File: config.mk
export PLATFORM = sky130hd
export DESIGN_NAME = edge_capture_unit
export DESIGN_NICKNAME = d
export VERILOG_FILES = /design/src/rtl/ecu_pkg.sv /design/src/rtl/ecu_ctrl.sv /design/src/rtl/ecu_dpath.sv /design/src/rtl/edge_capture_unit.sv
export SDC_FILE = /design/constraint.sdc
export NUM_CORES = 1
export LEC_CHECK = 0
export BUFFER_PORTS_ARGS = -buffer_cell sky130_fd_sc_hd__buf_2
export CAP_MARGIN = 20
export CELL_PAD_IN_SITES_DETAIL_PLACEMENT = 1
export CELL_PAD_IN_SITES_GLOBAL_PLACEMENT = 1
export CORE_ASPECT_RATIO = 1.1
export CORE_MARGIN = 2
export CORE_UTILIZATION = 42
export CTS_CLUSTER_DIAMETER = 150
export DETAILED_ROUTE_END_ITERATION = 6
export PLACE_DENSITY_LB_ADDON = 0.1
export SETUP_SLACK_MARGIN = 0.05
export SYNTH_ARGS = -nofsm -noshare
export SYNTH_HDL_FRONTEND = slang
export SYNTH_SLANG_ARGS = --single-unit
File: constraint.sdc
create_clock -name clk -period 2.3 [get_ports clk]
set_clock_uncertainty 0.1 [all_clocks]
set_input_delay 0.345 -clock clk [delete_from_list [all_inputs] [get_ports clk]]
set_output_delay 0.345 -clock clk [all_outputs]
set_load 0.05 [all_outputs]
File: src/rtl/ecu_pkg.sv
package ecu_pkg;
  typedef enum logic [1:0] {
    ADDR_LO   = 2'd0,
    ADDR_HI   = 2'd1,
    ADDR_FLAG = 2'd2
  } ecuAddr_e;

  typedef struct packed {
    logic capture;
    logic clrFlag;
    logic wrTemp;
    logic commit;
    logic rdLow;
  } ecuStrb_t;
endpackage

File: src/rtl/ecu_ctrl.sv
module ecu_ctrl
  import ecu_pkg::*;
#(
  parameter int SYNC_STAGES = 2,
  parameter int FILT_LEN    = 4
) (
  input  logic       clk,
  input  logic       rstN,
  input  logic       pinIn,
  input  logic       cmpIn,
  input  logic       srcSel,
  input  logic       edgeRise,
  input  logic       filtEn,
  input  logic       topMode,
  input  logic [1:0] busAddr,
  input  logic       rdEn,
  input  logic       wrEn,
  input  logic       wrBit0,
  input  logic       intAck,
  output ecuStrb_t   strb
);
  localparam int HIST_W = FILT_LEN - 1;

  logic [SYNC_STAGES-1:0] pinSync;
  logic [SYNC_STAGES-1:0] cmpSync;
  logic selSig;
  logic filtLvl;
  logic prevTrig;
  logic trigNow;
  logic allEq;

  // synchronizers for both possible sources
  always_ff @(posedge clk or negedge rstN) begin
    if (!rstN) begin
      pinSync <= '0;
      cmpSync <= '0;
    end else begin
      pinSync <= {pinSync[SYNC_STAGES-2:0], pinIn};
      cmpSync <= {cmpSync[SYNC_STAGES-2:0], cmpIn};
    end
  end

  // source mux after synchronization: a switch looks like a level change
  assign selSig = srcSel ? cmpSync[SYNC_STAGES-1] : pinSync[SYNC_STAGES-1];

  generate
    if (FILT_LEN > 1) begin : g_filt
      logic [HIST_W-1:0] hist;
      assign allEq = (hist == {HIST_W{selSig}});
      always_ff @(posedge clk or negedge rstN) begin
        if (!rstN) begin
          hist <= '0;
        end else begin
          hist <= {hist[HIST_W-1:0], selSig} >> 0;
        end
      end
    end else begin : g_nofilt
      assign allEq = 1'b1;
    end
  endgenerate

  always_ff @(posedge clk or negedge rstN) begin
    if (!rstN) begin
      filtLvl  <= 1'b0;
      prevTrig <= 1'b0;
    end else begin
      if (allEq) filtLvl <= selSig;
      prevTrig <= trigNow;
    end
  end

  assign trigNow = filtEn ? filtLvl : selSig;

  always_comb begin
    strb.capture = (trigNow != prevTrig) && (trigNow == edgeRise);
    strb.clrFlag = intAck || (wrEn && busAddr == ADDR_FLAG && wrBit0);
    strb.wrTemp  = wrEn && busAddr == ADDR_HI;
    strb.commit  = wrEn && busAddr == ADDR_LO && topMode;
    strb.rdLow   = rdEn && busAddr == ADDR_LO;
  end
endmodule

File: src/rtl/ecu_dpath.sv
module ecu_dpath
  import ecu_pkg::*;
#(
  parameter int BUS_W = 8
) (
  input  logic               clk,
  input  logic               rstN,
  input  ecuStrb_t           strb,
  input  logic [2*BUS_W-1:0] cntVal,
  input  logic [1:0]         busAddr,
  input  logic [BUS_W-1:0]   wrData,
  output logic [BUS_W-1:0]   rdData,
  output logic [2*BUS_W-1:0] capReg,
  output logic               capFlag
);
  logic [BUS_W-1:0] tempReg;

  always_ff @(posedge clk or negedge rstN) begin
    if (!rstN) begin
      capReg  <= '0;
      tempReg <= '0;
      capFlag <= 1'b0;
    end else begin
      if (strb.capture)     capReg <= cntVal;
      else if (strb.commit) capReg <= {tempReg, wrData};

      if (strb.wrTemp)     tempReg <= wrData;
      else if (strb.rdLow) tempReg <= capReg[2*BUS_W-1:BUS_W];

      if (strb.capture)      capFlag <= 1'b1;
      else if (strb.clrFlag) capFlag <= 1'b0;
    end
  end

  always_comb begin
    unique case (busAddr)
      ADDR_LO:   rdData = capReg[BUS_W-1:0];
      ADDR_HI:   rdData = tempReg;
      ADDR_FLAG: rdData = {{(BUS_W-1){1'b0}}, capFlag};
      default:   rdData = '0;
    endcase
  end
endmodule

File: src/rtl/edge_capture_unit.sv
module edge_capture_unit
  import ecu_pkg::*;
#(
  parameter int BUS_W       = 8,
  parameter int SYNC_STAGES = 2,
  parameter int FILT_LEN    = 4,
  localparam int CNT_W      = 2 * BUS_W
) (
  input  logic             clk,
  input  logic             rstN,
  input  logic             pinIn,
  input  logic             cmpIn,
  input  logic             srcSel,
  input  logic             edgeRise,
  input  logic             filtEn,
  input  logic             irqEn,
  input  logic             topMode,
  input  logic [CNT_W-1:0] cntVal,
  input  logic [1:0]       busAddr,
  input  logic             rdEn,
  input  logic             wrEn,
  input  logic [BUS_W-1:0] wrData,
  output logic [BUS_W-1:0] rdData,
  input  logic             intAck,
  output logic             capFlag,
  output logic             irq
);
  ecuStrb_t         strb;
  logic [CNT_W-1:0] capVal;

  ecu_ctrl #(.SYNC_STAGES(SYNC_STAGES), .FILT_LEN(FILT_LEN)) u_ctrl (
    .clk(clk), .rstN(rstN), .pinIn(pinIn), .cmpIn(cmpIn), .srcSel(srcSel),
    .edgeRise(edgeRise), .filtEn(filtEn), .topMode(topMode),
    .busAddr(busAddr), .rdEn(rdEn), .wrEn(wrEn), .wrBit0(wrData[0]),
    .intAck(intAck), .strb(strb)
  );

  ecu_dpath #(.BUS_W(BUS_W)) u_dp (
    .clk(clk), .rstN(rstN), .strb(strb), .cntVal(cntVal),
    .busAddr(busAddr), .wrData(wrData), .rdData(rdData),
    .capReg(capVal), .capFlag(capFlag)
  );

  assign irq = capFlag & irqEn;
endmodule

Word level (Yosys, flattened, before mapping)
Cells that the tools add are included.

operators by class
  equal/unequal tests = 5
  reductions and logical operators = 12
  multiplexer cells = 9
  bitwise logic cells = 1

operator list
  kind                                                              number
  16-bit 2-to-1 mux                                                 2
  8-bit one-hot mux with 3 select lines                             1
  8-bit 2-to-1 mux                                                  2
  1-bit logical AND                                                 7
  2-bit nonzero test                                                3
  1-bit 2-to-1 mux                                                  4
  3-bit == test                                                     1
  2-bit by 1-bit == test with 1-bit output (second input constant)  1
  2-bit == test (second input constant)                             1
  2-bit zero test                                                   1
  1-bit AND                                                         1
  1-bit == test                                                     1
  1-bit logical OR                                                  1
  1-bit inequality test                                             1

storage, ports and cells
  logic and storage cells = 35
  register bits after elaboration = 34
  input port bits = 38
  output and inout bits = 10

Depth between registers and ports, before layout
  depth after elaboration = 6
  depth in mapped cells = 6
  depth with buffers taken out = 4

Modules after synthesis
From an unflattened synthesis, not the netlist that was laid out.

unflattened totals
  cells, all modules = 149
  area, all modules = 1620.3 µm²

modules (own cells, without submodules)
  module             times used  cells an instance  sequential area each (µm²)  area an instance (µm²)
  ecu_dpath          1           125                625.6                       1275.0
  ecu_ctrl           1           23                 225.2                       339.1
  edge_capture_unit  1           1                  0.0                         6.3

Worst setup path after synthesis
No wires, ideal clock.

  path kind = input to output
  from = in busAddr[0]
  to = out rdData[0]
  path buffers = 1
  stages on the path = 3
  setup slack = 0.098 ns
  arrival time = 1.757 ns
  cells stage by stage = buf_2 mux2i_1 o21ai_0

on the way
  cells in the longest elaborated chain, start to end = 2
  elaborated cells between the ends (all ways) = 4
  classes of those cells = eq/ne (2); mux (1); reduce/logical (1)

RTL lines
  item                                     RTL line                 source
  start, declared                          edge_capture_unit.sv:19  input logic [1:0] busAddr,
  2-bit == test (tied with other cells)    ecu_dpath.sv:36          unique case (busAddr)
  8-bit one-hot mux with 3 select lines *  ecu_dpath.sv:36
  end, declared                            edge_capture_unit.sv:23  output logic [BUS_W-1:0] rdData,

Mark *: on every way between the ends. The rest lies on a longest branch, timed or not.

Worst setup path after layout
  from = reg u_ctrl.filtLvl
  to = reg u_dp.capReg[14]

on the way
  cells in the longest elaborated chain, start to end = 4
  elaborated cells between the ends (all ways) = 6
  classes of those cells = eq/ne (2); mux (2); reduce/logical (2)

RTL lines
  item                                                            RTL line         source
  start, declared                                                 ecu_ctrl.sv:27   logic filtLvl;
  start signal, assigned                                          ecu_ctrl.sv:67   if (allEq) filtLvl <= selSig;
  1-bit 2-to-1 mux *                                              ecu_ctrl.sv:72   assign trigNow = filtEn ? filtLvl : selSig;
  1-bit inequality test / 1-bit == test (equally long branches)   ecu_ctrl.sv:75   strb.capture = (trigNow != prevTrig) && (trigNow == edgeRise);
  1-bit logical AND *                                             ecu_ctrl.sv:75
  16-bit 2-to-1 mux / 2-bit nonzero test (equally long branches)  --
  end signal, assigned                                            ecu_dpath.sv:24  if (strb.capture) capReg <= cntVal;
  end signal, assigned                                            ecu_dpath.sv:25  else if (strb.commit) capReg <= {tempReg, wrData};
  end, declared                                                   ecu_dpath.sv:13  output logic [2*BUS_W-1:0] capReg,

Marks and branches as above.
A chain may end at the register's enable or synchronous reset.

==> results.tsv <==
stage	metric	value	unit
timing	Tmin final	1870	ps
setup_path	crit-path leading delay family	compound AO/OA/AOI/OAI gates	
setup_path	worst r2r dst	u_dp.capReg[14]$_DFFE_PN0P_	
setup_path	Setup CP Type	flip-flop to flip-flop	
setup_path	RR Startpoint	u_ctrl.filtLvl$_DFFE_PN0N_	
power_and_ir_drop	Clock power frac	19.5	%
finish	Finished Layout Cells	297	
setup_path	Worst path max stage delay	610	ps
global_route	GR Util met3	5.263	%
clocking	Num CTS Buffers	5	
synthesis	Synth top area share	40.40	%
clocking	Reg clk slew, reported paths	70	ps
place	Inst Count DP	290	
power_and_ir_drop	P_int	1.298	mW
global_route	GRT Resource Usage Total	23.14	%
clocking	clock sink total	34	
global_route	global route overflow	0	
setup_path	Max Fanout on Critical Path	17	
detailed_routing	DR iter-0 viols	80	
setup_path	Worst setup SP type	flip-flop	
synthesis	cell area after synthesis	2106	um2
finish	diode count	0	
place	placed wire-length estimate	4225	um
status	outcome	finished clean	
clocking	clock latency on the worst-skew pair	270	ps
synthesis	area leader, netlist	dfrtp_1	
global_route	pin count of the biggest net entering global routing	35	
finish	Synth-to-Final Area Change	15.33	%
setup_path	CP cell instances	nand2b_1, o22a_1, o22ai_1, a211oi_1	
timing	Max Slew Vio Count	0	
setup_path	CP max stage cell	o22a_1	
synthesis	Post-Syn Area per Cell	10.64	um2
floorplanning	die area	5597	um2
setup_path	flop-to-flop setup slack	430	ps
finish	ratio of cells with drive above 1 in the final layout	36.40	%
detailed_routing	DRT antenna net count	0	
setup_path	Arr. time, crit path	1950	ps
power_and_ir_drop	combinational share of power	39.7	%
synthesis	post-synthesis sequential area ratio	40.40	%
clocking	Hold Buf Count CTS	0	
global_route	vias in the first global route	2082	
power_and_ir_drop	total net switching power	767.4	uW
min_path	HP Class	input pin to asynchronous set/reset pin	
flow_run	Max Cap Viol	0	
setup_path	Worst EP required	2380	ps
detailed_routing	Routed WL	6089	um
setup_path	critical path capture point type	flip-flop	
synthesis	yosys warns	0	
global_route	Top Usage Layer GRT	met2	
setup_path	Register-to-Register Path Depth	4	
setup_path	CP bufs+invs	0	
global_route	first-pass GRT wire length	10030	um
power_and_ir_drop	Flop pwr share	40.8	%
detailed_routing	# DRC	0	
clocking	H-Tree Depth	2	
synthesis	Seq cells post-synth	34	
synthesis	Post-synth top flop	dfrtp_1	
clocking	root buf cell	clkbuf_8	
synthesis	most common cell in the netlist	dfrtp_1	
timing	fin crit share	81.33	%
timing	Max-slew headroom	47.50	%
detailed_routing	drt pass-1 iters	4	
global_route	GRT met2 Usage	42.78	%
detailed_routing	Routed WL per cell	20.50	um
global_route	initial antenna violation count	0	
synthesis	Post-synth EDFFs	0	
floorplanning	core area	4932	um2
synthesis	largest cells by area after synthesis	dfrtp_1, mux2_4, mux2i_1	
timing	final hold vios	0	
power_and_ir_drop	P_leak	1.007	nW
clocking	CTS Buffer Depth	2	
power_and_ir_drop	Max VDD drop	0.0003529	V
finish	Fill cells	588	
synthesis	Syn Nets	236	
timing	Final Setup Violations	0	
place	global placement routability congestion	0.7451	
synthesis	Synth async-reset ratio	100.0	%
synthesis	Mapped Cells	198	
clocking	cts repair resizes	0	
detailed_routing	Via density	6.205	
timing	RSZ-0062 raised after global routing	no	
timing	highest clock rate	0.5346	GHz
floorplanning	IO Count	48	
synthesis	Distinct cells, synth	36	
floorplanning	Starting Density	42.69	%
timing	Slew @ Worst Pin	787.4	ps
floorplanning	Die Width	71.51	um
detailed_routing	routed via count	1843	
floorplanning	height of the die	78.27	um
clocking	CTS tree	built	
place	IO Port Bufs	47	
global_route	met1 Usage GRT	26.15	%
power_and_ir_drop	Sw Share	37.16	%
power_and_ir_drop	pwr/cell area	850.4	nW/um2
timing	setup TNS	0	ps
clocking	post-CTS setup buffer count	0	
floorplanning	Core Rows	27	
finish	nets@finish	277	
synthesis	Commonest cells post-synth	dfrtp_1, mux2i_1, nor3_1, o22ai_1, o32ai_1	
==> power groups by stage <==
stage	clock network [mW]	logic (mW)	registers, mW
CTS	0.424	0.824	0.843
global placement	0	0.774	0.838
finish	0.403	0.820	0.842
detailed placement	0	0.820	0.853
global route	0.453	0.891	0.865
floorplan	0	0.636	0.827
==> kinds of logic (layout without fill, tap and decap cells) <==
logic type,count (synthesis),in the layout,share of synthesized area (%)
DFF,34,34,40.40
buffers and inverters,21,62,6.001
and+or+nand+nor,47,47,10.76
AOI/OAI and AO/OA,63,63,24.18
muxes,33,33,18.66
==> per-stage QoR <==
step           power, mW  cell area (um2)  hold WS [ps]  worst slack (ps)  utilization, %
3_5_place_dp       1.673             2352         245.0             305.6           47.69
4_1_cts            2.091             2429         69.90             405.6           49.24
3_3_place_gp       1.612             2352         250.1             400.3           47.69
2_1_floorplan      1.463             2106        -50.59             98.01               -
6_report           2.065             2429         53.24             429.5           49.24
5_1_grt            2.209             2429         57.66             245.3           49.24
==> cells in the final DEF, fill, tap and decap left out <==
master	instances
and4bb_1	1
buf_4	5
or3_1	1
nor3b_1	1
o211a_1	1
nor3_1	16
and2_1	1
a211oi_1	6
buf_2	47
buf_12	1
clkbuf_8	5
o211ai_1	1
nor2_1	9
o22ai_1	16
mux2i_1	16
a21oi_1	1
o21ai_0	1
nand3_1	1
nand2b_1	1
or2_1	1
mux2_1	1
o32ai_1	16
mux2_2	5
inv_2	2
a211oi_2	10
nand2_1	13
a31oi_1	1
dfrtp_1	34
nor2b_1	1
nand3b_1	1
clkbuf_1	2
o22a_1	1
o21ai_4	1
mux2_4	11
o21ai_1	8
==> area by class of cell <==
type	instances	area [um2]	area share (%)
Multi-Input combinational cell	143	1129	46.47
Sequential cell	34	850.8	35.03
Timing Repair Buffer	53	292.8	12.06
Clock buffer	7	76.32	3.143
Tap cell	58	72.57	2.988
Inverter	2	7.507	0.3091
==> state kept, by name (all words and copies together) (netlist names) <==
register and cells:
u_dp.capReg 16, u_ctrl.filtLvl 1, u_dp.tempReg 8, u_ctrl.cmpSync 2, u_ctrl.g_filt.hist 3, u_ctrl.pinSync 2, u_dp.capFlag 1, u_ctrl.prevTrig 1
==> worst max-delay path by stage <==
stage	start	end	cells past startpoint
global placement	busAddr[1]	u_dp.capReg[14]$_DFFE_PN0P_	6
finish	u_ctrl.filtLvl$_DFFE_PN0N_	u_dp.capReg[14]$_DFFE_PN0P_	4
detailed placement	srcSel	u_dp.capReg[14]$_DFFE_PN0P_	5
global route	u_ctrl.filtLvl$_DFFE_PN0N_	u_dp.capReg[2]$_DFFE_PN0P_	4
CTS	u_ctrl.filtLvl$_DFFE_PN0N_	u_dp.capReg[14]$_DFFE_PN0P_	4
floorplan	busAddr[0]	rdData[0]	3
==> metal layers <==
layer,wire (um),vias to the layer above
met4,45,0
met1,2497,940
met3,244,6
met2,3301,49
met5,0,-
li1,-,848
Power figures use the tool's default switching activity.
